File: src/rtl/msiq_pkg.sv
package msiq_pkg;

    localparam int CTRL_QEN_BIT = 0;
    localparam int CTRL_EVT_BIT = 1;
    localparam int CTRL_IRQ_BIT = 11;

    typedef struct packed {
        logic irq_en;
        logic evt_en;
        logic q_en;
    } grp_ctrl_t;

    typedef enum logic [1:0] {
        FLD_CTRL = 2'd0,
        FLD_HEAD = 2'd1,
        FLD_TAIL = 2'd2,
        FLD_RSVD = 2'd3
    } grp_field_e;

    function automatic grp_ctrl_t ctrl_unpack(input logic [31:0] w);
        grp_ctrl_t c;
        c.q_en   = w[CTRL_QEN_BIT];
        c.evt_en = w[CTRL_EVT_BIT];
        c.irq_en = w[CTRL_IRQ_BIT];
        return c;
    endfunction

    function automatic logic [31:0] ctrl_pack(input grp_ctrl_t c);
        logic [31:0] w;
        w = '0;
        w[CTRL_QEN_BIT] = c.q_en;
        w[CTRL_EVT_BIT] = c.evt_en;
        w[CTRL_IRQ_BIT] = c.irq_en;
        return w;
    endfunction

endpackage

File: src/rtl/msiq_decode.sv
module msiq_decode #(
    parameter int N_GRP        = 6,
    parameter int AW           = 64,
    parameter int GW           = 3,
    parameter int REGION_SHIFT = 12
) (
    input  logic [AW-1:0] addr,
    input  logic [AW-1:0] msi_base,
    input  logic          region_mode,
    output logic          hit,
    output logic [GW-1:0] grp
);
    logic [AW-1:0]    offset;
    logic [N_GRP-1:0] match;

    assign offset = addr - msi_base;

    for (genvar g = 0; g < N_GRP; g++) begin : g_match
        assign match[g] = (offset == (region_mode ? (AW'(g) << REGION_SHIFT)
                                                  : (AW'(g) << 2)));
    end

    always_comb begin
        hit = |match;
        grp = '0;
        for (int g = 0; g < N_GRP; g++) begin
            if (match[g]) grp = GW'(g);
        end
    end
endmodule

File: src/rtl/msiq_group.sv
module msiq_group
    import msiq_pkg::*;
#(
    parameter int PTR_W = 6,
    parameter int RDW   = 32
) (
    input  logic             clk,
    input  logic             rst,
    input  logic             ctrl_we_i,
    input  logic             head_we_i,
    input  logic [RDW-1:0]   wdata_i,
    input  logic             push_i,
    output grp_ctrl_t        ctrl_o,
    output logic [PTR_W-1:0] head_o,
    output logic [PTR_W-1:0] tail_o,
    output logic             full_o,
    output logic             irq_o
);
    grp_ctrl_t        ctrl_q;
    logic [PTR_W-1:0] head_q;
    logic [PTR_W-1:0] tail_q;

    always_ff @(posedge clk) begin
        if (rst) begin
            ctrl_q <= '0;
            head_q <= '0;
            tail_q <= '0;
        end else begin
            if (ctrl_we_i) ctrl_q <= ctrl_unpack(wdata_i);
            if (head_we_i) head_q <= wdata_i[PTR_W-1:0];
            if (push_i)    tail_q <= tail_q + PTR_W'(1);
        end
    end

    assign ctrl_o = ctrl_q;
    assign head_o = head_q;
    assign tail_o = tail_q;
    assign full_o = ((tail_q + PTR_W'(1)) == head_q);
    assign irq_o  = ctrl_q.q_en & ctrl_q.evt_en & ctrl_q.irq_en & (head_q != tail_q);

    // tail only moves on a completed memory write, one slot at a time
    assert_tail_step_R5: assert property (@(posedge clk) disable iff (rst)
        !$stable(tail_q) |-> ($past(push_i) && tail_q == $past(tail_q) + PTR_W'(1)));

    // head is moved only by software
    assert_head_sw_only_R6: assert property (@(posedge clk) disable iff (rst)
        !$stable(head_q) |-> $past(head_we_i));

    // no entry is committed into a full ring
    assert_no_overflow_R7: assert property (@(posedge clk) disable iff (rst)
        push_i |-> !full_o);

    // catching up the head drops the interrupt next cycle
    assert_irq_drop_R8: assert property (@(posedge clk) disable iff (rst)
        (head_we_i && wdata_i[PTR_W-1:0] == tail_q && !push_i) |=> !irq_o);
endmodule

File: src/rtl/msiq_writer.sv
module msiq_writer #(
    parameter int AW           = 64,
    parameter int DW           = 32,
    parameter int GW           = 3,
    parameter int PTR_W        = 6,
    parameter int REGION_SHIFT = 12
) (
    input  logic             clk,
    input  logic             rst,
    input  logic             start_i,
    input  logic [GW-1:0]    start_grp_i,
    input  logic [PTR_W-1:0] start_tail_i,
    input  logic [DW-1:0]    start_data_i,
    input  logic [AW-1:0]    q_base_i,
    input  logic             region_mode_i,
    output logic             busy_o,
    output logic             mem_wr_valid,
    output logic [AW-1:0]    mem_wr_addr,
    output logic [DW-1:0]    mem_wr_data,
    input  logic             mem_wr_done,
    output logic             push_o,
    output logic [GW-1:0]    push_grp_o
);
    localparam int SLOT_SHIFT = 2;
    localparam int RING_SHIFT = PTR_W + SLOT_SHIFT;

    logic          busy_q;
    logic [AW-1:0] addr_q;
    logic [DW-1:0] data_q;
    logic [GW-1:0] grp_q;
    logic [AW-1:0] ring_off;
    logic [AW-1:0] slot_addr;

    assign ring_off  = region_mode_i ? (AW'(start_grp_i) << REGION_SHIFT)
                                     : (AW'(start_grp_i) << RING_SHIFT);
    assign slot_addr = q_base_i + ring_off + (AW'(start_tail_i) << SLOT_SHIFT);

    always_ff @(posedge clk) begin
        if (rst) begin
            busy_q <= 1'b0;
            addr_q <= '0;
            data_q <= '0;
            grp_q  <= '0;
        end else if (!busy_q && start_i) begin
            busy_q <= 1'b1;
            addr_q <= slot_addr;
            data_q <= start_data_i;
            grp_q  <= start_grp_i;
        end else if (busy_q && mem_wr_done) begin
            busy_q <= 1'b0;
        end
    end

    assign busy_o       = busy_q;
    assign mem_wr_valid = busy_q;
    assign mem_wr_addr  = addr_q;
    assign mem_wr_data  = data_q;
    assign push_o       = busy_q && mem_wr_done;
    assign push_grp_o   = grp_q;

    // request held steady until completion
    assert_req_hold_R5: assert property (@(posedge clk) disable iff (rst)
        (mem_wr_valid && !mem_wr_done) |=>
            (mem_wr_valid && $stable(mem_wr_addr) && $stable(mem_wr_data)));
endmodule

File: src/rtl/msiq_ctrl.sv
module msiq_ctrl
    import msiq_pkg::*;
#(
    parameter int N_GRP        = 6,
    parameter int PTR_W        = 6,
    parameter int AW           = 64,
    parameter int DW           = 32,
    parameter int RAW          = 8,
    parameter int RDW          = 32,
    parameter int REGION_SHIFT = 12,
    parameter int GRP_REG_BASE = 16
) (
    input  logic             clk,
    input  logic             rst,
    input  logic             region_mode,
    input  logic             in_valid,
    input  logic [AW-1:0]    in_addr,
    input  logic [DW-1:0]    in_data,
    output logic             in_ready,
    output logic             mem_wr_valid,
    output logic [AW-1:0]    mem_wr_addr,
    output logic [DW-1:0]    mem_wr_data,
    input  logic             mem_wr_done,
    input  logic             reg_wr,
    input  logic [RAW-1:0]   reg_addr,
    input  logic [RDW-1:0]   reg_wdata,
    output logic [RDW-1:0]   reg_rdata,
    output logic [N_GRP-1:0] irq,
    output logic             err_flag
);
    localparam int GW     = (N_GRP > 1) ? $clog2(N_GRP) : 1;
    localparam int HALF_W = AW / 2;

    logic [AW-1:0]    q_base_q;
    logic [AW-1:0]    t_base_q;
    logic             err_q;

    grp_ctrl_t        ctrl_v [N_GRP];
    logic [PTR_W-1:0] head_v [N_GRP];
    logic [PTR_W-1:0] tail_v [N_GRP];
    logic [N_GRP-1:0] full_v;
    logic [N_GRP-1:0] push_v;

    logic             dec_hit;
    logic [GW-1:0]    dec_grp;
    logic             dec_ok;
    logic             wr_busy;
    logic             wr_push;
    logic [GW-1:0]    wr_push_grp;
    logic             accept;

    msiq_decode #(
        .N_GRP(N_GRP), .AW(AW), .GW(GW), .REGION_SHIFT(REGION_SHIFT)
    ) u_decode (
        .addr(in_addr), .msi_base(t_base_q), .region_mode(region_mode),
        .hit(dec_hit), .grp(dec_grp)
    );

    assign dec_ok   = dec_hit && ctrl_v[dec_grp].q_en;
    assign in_ready = !wr_busy && !(dec_ok && full_v[dec_grp]);
    assign accept   = in_valid && in_ready;

    msiq_writer #(
        .AW(AW), .DW(DW), .GW(GW), .PTR_W(PTR_W), .REGION_SHIFT(REGION_SHIFT)
    ) u_writer (
        .clk(clk), .rst(rst),
        .start_i(accept && dec_ok), .start_grp_i(dec_grp),
        .start_tail_i(tail_v[dec_grp]), .start_data_i(in_data),
        .q_base_i(q_base_q), .region_mode_i(region_mode),
        .busy_o(wr_busy),
        .mem_wr_valid(mem_wr_valid), .mem_wr_addr(mem_wr_addr),
        .mem_wr_data(mem_wr_data), .mem_wr_done(mem_wr_done),
        .push_o(wr_push), .push_grp_o(wr_push_grp)
    );

    for (genvar g = 0; g < N_GRP; g++) begin : g_grp
        localparam int REG_G = GRP_REG_BASE + 4 * g;
        logic ctrl_we;
        logic head_we;
        assign ctrl_we   = reg_wr && (reg_addr == RAW'(REG_G + int'(FLD_CTRL)));
        assign head_we   = reg_wr && (reg_addr == RAW'(REG_G + int'(FLD_HEAD)));
        assign push_v[g] = wr_push && (wr_push_grp == GW'(g));

        msiq_group #(.PTR_W(PTR_W), .RDW(RDW)) u_grp (
            .clk(clk), .rst(rst),
            .ctrl_we_i(ctrl_we), .head_we_i(head_we), .wdata_i(reg_wdata),
            .push_i(push_v[g]),
            .ctrl_o(ctrl_v[g]), .head_o(head_v[g]), .tail_o(tail_v[g]),
            .full_o(full_v[g]), .irq_o(irq[g])
        );
    end

    always_ff @(posedge clk) begin
        if (rst) begin
            q_base_q <= '0;
            t_base_q <= '0;
            err_q    <= 1'b0;
        end else begin
            if (reg_wr) begin
                case (reg_addr)
                    RAW'(0): q_base_q[HALF_W-1:0]  <= reg_wdata[HALF_W-1:0];
                    RAW'(1): q_base_q[AW-1:HALF_W] <= reg_wdata[HALF_W-1:0];
                    RAW'(2): t_base_q[HALF_W-1:0]  <= reg_wdata[HALF_W-1:0];
                    RAW'(3): t_base_q[AW-1:HALF_W] <= reg_wdata[HALF_W-1:0];
                    default: ;
                endcase
            end
            if (accept && !dec_ok) err_q <= 1'b1;
        end
    end

    assign err_flag = err_q;

    always_comb begin
        reg_rdata = '0;
        case (reg_addr)
            RAW'(0): reg_rdata = RDW'(q_base_q[HALF_W-1:0]);
            RAW'(1): reg_rdata = RDW'(q_base_q[AW-1:HALF_W]);
            RAW'(2): reg_rdata = RDW'(t_base_q[HALF_W-1:0]);
            RAW'(3): reg_rdata = RDW'(t_base_q[AW-1:HALF_W]);
            default: ;
        endcase
        for (int g = 0; g < N_GRP; g++) begin
            if (reg_addr == RAW'(GRP_REG_BASE + 4 * g + int'(FLD_CTRL)))
                reg_rdata = ctrl_pack(ctrl_v[g]);
            if (reg_addr == RAW'(GRP_REG_BASE + 4 * g + int'(FLD_HEAD)))
                reg_rdata = RDW'(head_v[g]);
            if (reg_addr == RAW'(GRP_REG_BASE + 4 * g + int'(FLD_TAIL)))
                reg_rdata = RDW'(tail_v[g]);
        end
    end

    // error flag is sticky
    assert_err_sticky_R9: assert property (@(posedge clk) disable iff (rst)
        err_flag |=> err_flag);

    // a dropped write never reaches memory
    assert_drop_no_write_R9: assert property (@(posedge clk) disable iff (rst)
        (accept && !dec_ok) |=> !mem_wr_valid);

    // no new request is accepted while one is outstanding
    assert_single_flight_R5: assert property (@(posedge clk) disable iff (rst)
        (mem_wr_valid && !mem_wr_done) |-> !in_ready);

    // at most one group is ever pushed
    assert_push_onehot_R3: assert property (@(posedge clk) disable iff (rst)
        $onehot0(push_v));
endmodule

File: config.mk
export PLATFORM = sky130hd
export DESIGN_NAME = msiq_ctrl
export DESIGN_NICKNAME = d
export VERILOG_FILES = /design/src/rtl/msiq_pkg.sv /design/src/rtl/msiq_decode.sv /design/src/rtl/msiq_group.sv /design/src/rtl/msiq_writer.sv /design/src/rtl/msiq_ctrl.sv
export SDC_FILE = /design/constraint.sdc
export NUM_CORES = 1
export LEC_CHECK = 0
export BUFFER_PORTS_ARGS = -buffer_cell sky130_fd_sc_hd__buf_2
export CAP_MARGIN = 5
export CORE_ASPECT_RATIO = 2
export CORE_MARGIN = 8
export CORE_UTILIZATION = 42
export CTS_CLUSTER_SIZE = 14
export DETAILED_ROUTE_END_ITERATION = 8
export GPL_TIMING_DRIVEN = 0
export SLEW_MARGIN = 20
export SYNTH_ARGS = -nofsm -noshare
export SYNTH_HDL_FRONTEND = slang
export SYNTH_SLANG_ARGS = --single-unit
export TNS_END_PERCENT = 5
File: constraint.sdc
create_clock -name clk -period 10.2 [get_ports clk]
set_clock_uncertainty 0.1 [all_clocks]
set_input_delay 2.04 -clock clk [delete_from_list [all_inputs] [get_ports clk]]
set_output_delay 2.04 -clock clk [all_outputs]
set_load 0.05 [all_outputs]
; Word-level counts from Yosys, hierarchy flattened
; Cells that the tools add are included.
[classes]
reduce_logical = 38
eq_ne = 43
bitwise = 19
add_sub_neg = 9
n_mux = 40
magnitude_cmp = 2
[op_table]
columns = op, n
row1 = $mux W32, 18
row2 = $eq A64 B64 Y1, 5
row3 = $pmux W32 S4, 1
row4 = $eq A8 B5 Y1 const B, 12
row5 = $add A64 B64 Y64, 1
row6 = $add A64 B8 Y64, 1
row7 = $logic_not A64 Y1, 1
row8 = $sub A64 B64 Y64, 1
row9 = $eq A8 B6 Y1 const B, 6
row10 = $mux W15, 3
row11 = $add A6 B1 Y6 const B, 6
row12 = $eq A6 B6 Y1, 6
row13 = $ne A6 B6 Y1, 6
row14 = $mux W14, 2
row15 = $logic_and A1 B1 Y1, 26
row16 = $and A1 B1 Y1, 18
row17 = $bmux W6 S3, 1
row18 = $eq A8 B2 Y1 const B, 2
row19 = $mux W13, 1
row20 = $mux W3, 4
row21 = $mux W6, 2
row22 = $bmux W3 S3, 1
row23 = $eq A8 B1 Y1 const B, 1
row24 = $logic_not A8 Y1, 1
row25 = 13 further kinds, 25
[totals]
output_inout_bits = 137
in_bits = 142
word_cells = 190
register_bits = 319

; Longest topological paths before layout
; Gate-level depths: netlist (run 1).
[depth]
word_depth = 20
depth_mapped = 33
mapped_depth_nobuf = 29

; Modules after synthesis
; Synthesis (run 1) repeated with hierarchy kept, for this count alone.
[hier_totals]
cells_unflattened = 2888
hier_area_um2 = 21526.9
[modules_own_cells]
columns = module, instances, seq_area_each_um2, area_per_inst_um2, cells_per_inst
row1 = msiq_ctrl, 1, 2582.5, 7071.8, 964
row2 = msiq_writer, 1, 2001.9, 5296.3, 675
row3 = msiq_decode, 1, 0.0, 4857.2, 799
row4 = msiq_group, 6, 300.3, 716.9, 75

; Least setup slack after synthesis (run 1)
; Ideal clock, no wire load.
[synth_timing]
path_kind = input -> register
from = input in_addr[9]
to = register u_writer.addr_q[60] (netlist: u_writer.mem_wr_addr[60])
setup_time_ns = 0.086
path_stages = 31
setup_slack_ns = 1.934
t_required_ns = 10.014
t_arrival_ns = 8.081
n_path_buf = 3
cell_sequence = ha_1 buf_2 nand2_1 or3_1 a2111oi_1 or2_0 buf_2 o21ai_1 a31o_2 a2111o_1 nor4_1 and4b_1 nand4_1 clkbuf_1 a21o_1 a21oi_1 ha_1 inv_1 fa_1 nor2b_1 o21ai_0 a21boi_0 o21ai_0 nand2_1 and2_1 o21bai_1 nand3_1 nand2_1 or4b_2 xnor2_1 a211oi_1
[synth_via]
elab_chain_len = 18
elab_cells_between_ends = 32
classes_between = add/sub: 3 / eq/ne: 5 / mux: 14 / bitwise: 1 / reduce/logical: 9
[synth_lines]
columns = element, line_no
row1 = start: declaration, msiq_ctrl.sv:17  ; input logic [AW-1:0] in_addr,
row2 = $sub A64 B64 Y64 (*), msiq_decode.sv:16  ; assign offset = addr - msi_base;
row3 = "parallel branches: the longest is 17 deep, another holds $add A64 B64 Y64", --
row4 = end signal: assignment, msiq_writer.sv:46  ; addr_q <= slot_addr;
row5 = end: declaration, msiq_writer.sv:28  ; logic [AW-1:0] addr_q;
; Every way passes the cells marked *. The select of a mux whose other input is x is not followed.
; A chain may end at the register's enable or synchronous reset.

; Worst setup path after layout (run 1)
[layout_timing]
from = input in_addr[16]
to = register u_writer.addr_q[55] (netlist: u_writer.mem_wr_addr[55])
; The elaborated chain is that of the path after synthesis.

==> flow_metrics.tcl, run 1 <==
set metrics [dict create \
    nets 3471 \
    synthArstFlopShare_pct 0 \
    cp_slowest_stage_delay_ps 800 \
    place_inst 3873 \
    slowest_stage "nor4_1" \
    io_buffer_count 269 \
    cts_made_buffers 30 \
    fmaxAchievable_mhz 102 \
    hold_viol 0 \
    antenna_found_initial 7 \
    slew_viol_final 0 \
    syn-num-nets 3168 \
    period_minus_slack_ps 9790 \
    nFillCells 5350 \
    startpoint_type "input pin" \
    grt_first_pass_wirelength_um 151000 \
    yosys.area_share.xor_xnor_pct 6.89 \
    fp.coreArea_mm2 0.0515 \
    critPathMaxFanout 10 \
    synth_ff_type "dfxtp_1" \
    drt_first_pass_iters 6 \
    cts_tree "built" \
    groute.usage.overall_pct 33.5 \
    hold_path.class "register to register" \
    dpl_worst_slack_ps -945 \
    ys_seq_elements 319 \
    end_kind "register" \
    path_clk_slew_ps 70 \
    hpwl_um 83600 \
    die-area_mm2 0.0597 \
    fin_hold_ws_ps 356 \
    stdcell_count 3937 \
    synth_compound_area_share_pct 25.6 \
    first_iter_violations 2165 \
    synth_fa_ha_area_share_pct 4.76 \
    ios 279 \
    dr_total_vias 24559 \
    crit_top_cell "o21ai_0" \
    vias_per_cell 6.24 \
    syn_area_mm2 0.0217 \
    netlist.area_leader.share_pct 29.4 \
    synth_cell_types 93 \
    setup_viol 0 \
    syn_to_final_growth_pct 14.9 \
    syn_area_per_cell_um2 7.38 \
    yosys-top-cells-count "nand2_1, a21oi_1, dfxtp_1, nor2_1, clkbuf_1" \
    numClockSinks 319 \
    power_density_mw_per_mm2 111 \
    synth_top_family_by_area "compound AO/OA/AOI/OAI gates" \
    drc 0 \
    maxSlewHeadroom_pct 16.9 \
    rsz0062_at_grt "false" \
    dpl_cell_area_mm2 0.0239 \
    grt_pass1_vias 24134 \
    ir_worst_vdd_uv 155 \
    layout-drive-gt1-share_pct 12.5 \
    cts_hold_buf 0 \
    crit_arrival_ps 10170 \
    yosysWarnings 0 \
    overflow 0 \
    synth_edf_count 0 \
    ys_seq_area_share_pct 29.4 \
    cts_root_buffer "clkbuf_16" \
    yosysTopAreaCell "dfxtp_1" \
    die_h_um 338 \
    final_area_mm2 0.0250 \
    synthTopCellsByArea "dfxtp_1, nand2_1, a21oi_1" \
    path_depth 32 \
    h-tree-depth 1 \
    timing.final.crit_share_pct 95.9 \
    min_path_cells 2 \
    finalWirelength_um 104000 \
    fin_ws_ps 415 \
    fin_tns_setup_ps 0 \
    wl_per_cell_um 26.4 \
    place.gp.congestion 1.09 \
    cpLargestDelayFamily "compound AO/OA/AOI/OAI gates" \
    grt_max_degree 17 \
    clock_path_buffers 3 \
    clock_latency_ps 620 \
    worstMarginPinSlew_ps 1240 \
    cp.buffers_inverters 6 \
    p_leak_nw 9.17 \
    fp.dieW_um 177 \
    cap_violations 0 \
    fin_util_pct 48.5 \
    criticalPathCategory "input pin to register" \
    required_ps 10580 \
    placementRows 118 \
    synthMuxAreaShare_pct 3.12 \
    initial_utilization_pct 42.2 \
    syn_inst 2944 \
    yosys.cell_count.top_type "nand2_1" \
    status "finished, final reports clean" \
    yosys.area_share.simple_pct 24.1 \
    rr_worst_depth 32 \
    power_mw 2.77 \
    ant_nets 0 \
]
[area by class of cell]
type	instances	area, um2	area share, %
multi-input combinational	2304	14000	56.2
sequential	319	6390	25.6
timing repair buffer	271	1360	5.45
buffer	227	970	3.88
clock buffer	42	856	3.43
tap	660	826	3.31
inverter	94	353	1.41
clock inverter	10	150	0.601
antenna	10	25.0	0.100
[cell usage in the layout (no fill, tap or decap), types with 13 or more instances in the layout]
cell type  Yosys  layout
clkbuf_1     170     175
dfxtp_1      319     319
mux2i_1       54      54
a21oi_1      330     330
a211oi_1      59      59
a221oi_1      16      16
xnor2_1       75      75
clkbuf_16      0      30
and4_1        13      13
and2_1        22      22
nor2_1       219     219
xor2_1        96      96
buf_4         11      13
buf_2         30     299
and3_1        27      27
or3_1         22      22
a21o_1        32      32
inv_1         94      94
a22oi_1       68      68
o31ai_1       50      50
ha_1          81      81
nand2b_1      14      14
nor3_1        64      63
nand4_1      115     115
nand2_1      468     468
o21ai_0       72      71
a31oi_1       70      70
nand3_1       84      84
o21a_1        22      22
nor2b_1       13      13
o211ai_1      18      18
[worst paths after layout]
path                                           end                       from  slack [ps]
min                          err_flag$_SDFFE_PP0P_      err_flag$_SDFFE_PP0P_         360
max          u_writer.mem_wr_addr[55]$_SDFFE_PP0P_                in_addr[16]         410
min reg2reg                  err_flag$_SDFFE_PP0P_      err_flag$_SDFFE_PP0P_         360
max reg2reg  u_writer.mem_wr_addr[55]$_SDFFE_PP0P_  t_base_q[27]$_SDFFE_PP0P_        1340
[kinds of logic after synthesis]
logic type,Yosys count
multiplexers,65
adder cells (fa/ha/maj),82
flip-flops,319
buffers and inverters,321
AO/OA/AOI/OAI,863
XOR/XNOR,171
AND/OR/NAND/NOR,1123
[what timing repair did]
item	in CTS	in global routing
setup buffers	2	0
setup endpoints to repair	10	11
pin swaps	1	0
resized for setup	1	4
hold endpoints to repair	0	0
[state kept, by name, indices dropped and copies added (netlist names)]
signal                flops
q_base_q                 64
t_base_q                 64
u_writer.mem_wr_addr     64
g_grp.u_grp.head_o       36
g_grp.u_grp.tail_o       36
u_writer.mem_wr_data     32
g_grp.u_grp.ctrl_o       18
u_writer.push_grp_o       3
err_flag                  1
u_writer.busy_o           1
[report_power, final]
group / switching (mW) / internal, mW / total [mW]
Combinational: 0.235 / 0.101 / 0.336
Clock: 0.529 / 0.660 / 1.19
Sequential: 0.00139 / 1.25 / 1.25
[routing by layer]
layer / global-route usage (%) / vias up / share of wire, %
met5: 0 / - / 0
met4: 31.6 / 0 / 11
met3: 5.09 / 434 / 6.5
li1: - / 11266 / -
met2: 59.4 / 1245 / 50
met1: 32.7 / 11614 / 33
[worst reg2reg max path, delay by kind of cell, from the launching register on]
kind                     cells  cell delay, ps
AO/OA/AOI/OAI               13            2890
AND/OR/NAND/NOR             10            2800
buffers and inverters        6            1660
adder cells (fa/ha/maj)      2             620
flip-flops                   1             370
XOR/XNOR                     1             270
Note: power is estimated with default switching activity, not from simulation.
==> run 2: changes to the inputs <==
- CELL_PAD_IN_SITES_DETAIL_PLACEMENT: default -> 0
- CELL_PAD_IN_SITES_GLOBAL_PLACEMENT: default -> 1
- PLACE_DENSITY_LB_ADDON: default -> 0.1
- SLEW_MARGIN: 20 -> 30
==> run 2 against run 1 <==
  * Non-clock buffer count up 2
  * Critical path type unchanged
  * Largest cell class unchanged
  * Register-to-register slack better by 80 ps
  * Total power fell by 2.3%
  * Hold slack better by 11 ps
  * Critical path depth down 2
  * Worst setup slack gained 56 ps
  * Cell count barely moved
  * Design area down 0.22%
  * Clock power shrank 6%
==> flow_metrics.tcl, run 2 (synthesis results as in run 1) <==
set metrics [dict create \
    cp.buffers_inverters 4 \
    clock_latency_ps 630 \
    end_kind "register" \
    fin_util_pct 48.4 \
    grt_max_degree 17 \
    initial_utilization_pct 42.2 \
    timing.final.crit_share_pct 95.4 \
    nets 3473 \
    die_h_um 338 \
    dr_total_vias 24456 \
    crit_arrival_ps 10130 \
    ios 279 \
    critPathMaxFanout 10 \
    hp-start "err_flag$_SDFFE_PP0P_" \
    finalWirelength_um 108000 \
    hold_viol 0 \
    hpwl_um 88400 \
    cts_made_buffers 30 \
    h-tree-depth 1 \
    path_clk_slew_ps 70 \
    criticalPathCategory "input pin to register" \
    ant_nets 0 \
    hold_path.class "register to register" \
    r2r_slack_ps 1420 \
    status "finished, final reports clean" \
    cp_slowest_stage_delay_ps 720 \
    fmaxAchievable_mhz 103 \
    nFillCells 5294 \
    maxSlewHeadroom_pct 24.9 \
    power_density_mw_per_mm2 109 \
    period_minus_slack_ps 9730 \
    r2r_end "u_writer.mem_wr_addr[59]$_SDFFE_PP0P_" \
    clock_path_buffers 3 \
    drc 0 \
    fin_ws_ps 470 \
    slowest_stage "a2111oi_2" \
    rsz0062_at_grt "false" \
    mostFrequentLayoutCells "nand2_1, a21oi_1, dfxtp_1" \
    final_common_cell "nand2_1" \
    crit_top_cell "a21oi_1" \
    overflow 0 \
    drt_first_pass_iters 7 \
    grt_first_pass_wirelength_um 155000 \
    groute.usage.overall_pct 35.0 \
    cap_violations 0 \
    first_iter_violations 2026 \
    startpoint_type "input pin" \
    grt_pass1_vias 24227 \
    worstMarginPinSlew_ps 1120 \
    antenna_found_initial 9 \
    fp.dieW_um 177 \
    setup_viol 0 \
    fp.coreArea_mm2 0.0515 \
    cts_root_buffer "clkbuf_16" \
    wl_per_cell_um 27.5 \
    required_ps 10600 \
    syn_to_final_growth_pct 14.7 \
    io_buffer_count 269 \
    hold_end "err_flag$_SDFFE_PP0P_" \
    place.gp.congestion 1.07 \
    rr_startpoint "t_base_q[29]$_SDFFE_PP0P_" \
    cts_tree "built" \
    die-area_mm2 0.0597 \
    placementRows 118 \
    vias_per_cell 6.21 \
    slew_viol_final 0 \
    min_path_cells 2 \
    rr_worst_depth 32 \
    cpLargestDelayFamily "compound AO/OA/AOI/OAI gates" \
    power_mw 2.71 \
    p_leak_nw 9.13 \
    layout-drive-gt1-share_pct 12.5 \
    ir_worst_vdd_uv 131 \
    numClockSinks 319 \
    dpl_worst_slack_ps -507 \
]
run 2: layout make-up:
type,instances,area (um2),area share [%]
Multi-Input combinational cell,2304,14100,56.4
Sequential cell,319,6390,25.6
Timing Repair Buffer,273,1380,5.52
Buffer,227,971,3.90
Clock buffer,44,843,3.38
Tap cell,660,826,3.31
Inverter,94,353,1.42
Clock inverter,7,85.1,0.341
Antenna cell,7,17.5,0.0703
run 2: per-layer routing:
layer	track usage, %	vias up	wire length, um
met1	32.5	11551	34500
met4	33.3	2	12100
met3	5.29	417	6480
met5	0	-	17
li1	-	11271	-
met2	64.2	1215	55100
run 2: worst min-delay path, stage by stage (launching register included):
cell     delay, ps
dfxtp_1        310
inv_1           50
a21oi_1         50
run 2: worst max path at each step:
stage / cells after the start / from / to
final: 30 / in_addr[6] / u_writer.mem_wr_addr[59]$_SDFFE_PP0P_
after global routing: 32 / in_addr[28] / u_writer.mem_wr_addr[61]$_SDFFE_PP0P_
after CTS: 31 / in_addr[16] / u_writer.mem_wr_addr[59]$_SDFFE_PP0P_
after detailed placement: 31 / in_addr[16] / u_writer.mem_wr_addr[59]$_SDFFE_PP0P_
after global placement: 31 / in_addr[6] / u_writer.mem_wr_addr[59]$_SDFFE_PP0P_
after floorplan: 31 / in_addr[9] / u_writer.mem_wr_addr[60]$_SDFFE_PP0P_
run 2: metrics by stage:
step	hold WS, ps	cell area, um2	instances	setup TNS (ps)
floorplan	346	21700	2944	0
global placement	341	23900	3873	-21180
detailed placement	350	23900	3873	-4150
CTS	367	24900	3924	0
global route	385	24900	3930	0
finish	367	24900	3935	0
run 2: power by group:
group / internal, mW / total [mW] / switching [mW] / leakage (nW)
Clock: 0.597 / 1.12 / 0.523 / 0.455
Sequential: 1.25 / 1.25 / 0.00147 / 2.57
Combinational: 0.101 / 0.343 / 0.242 / 6.11
run 2: repair_timing:
item / 4_1_cts / 5_1_grt
setup buffers: 0 / 4
hold buffers: 0 / 0
resized for setup: 0 / 2
setup endpoints to repair: 0 / 13
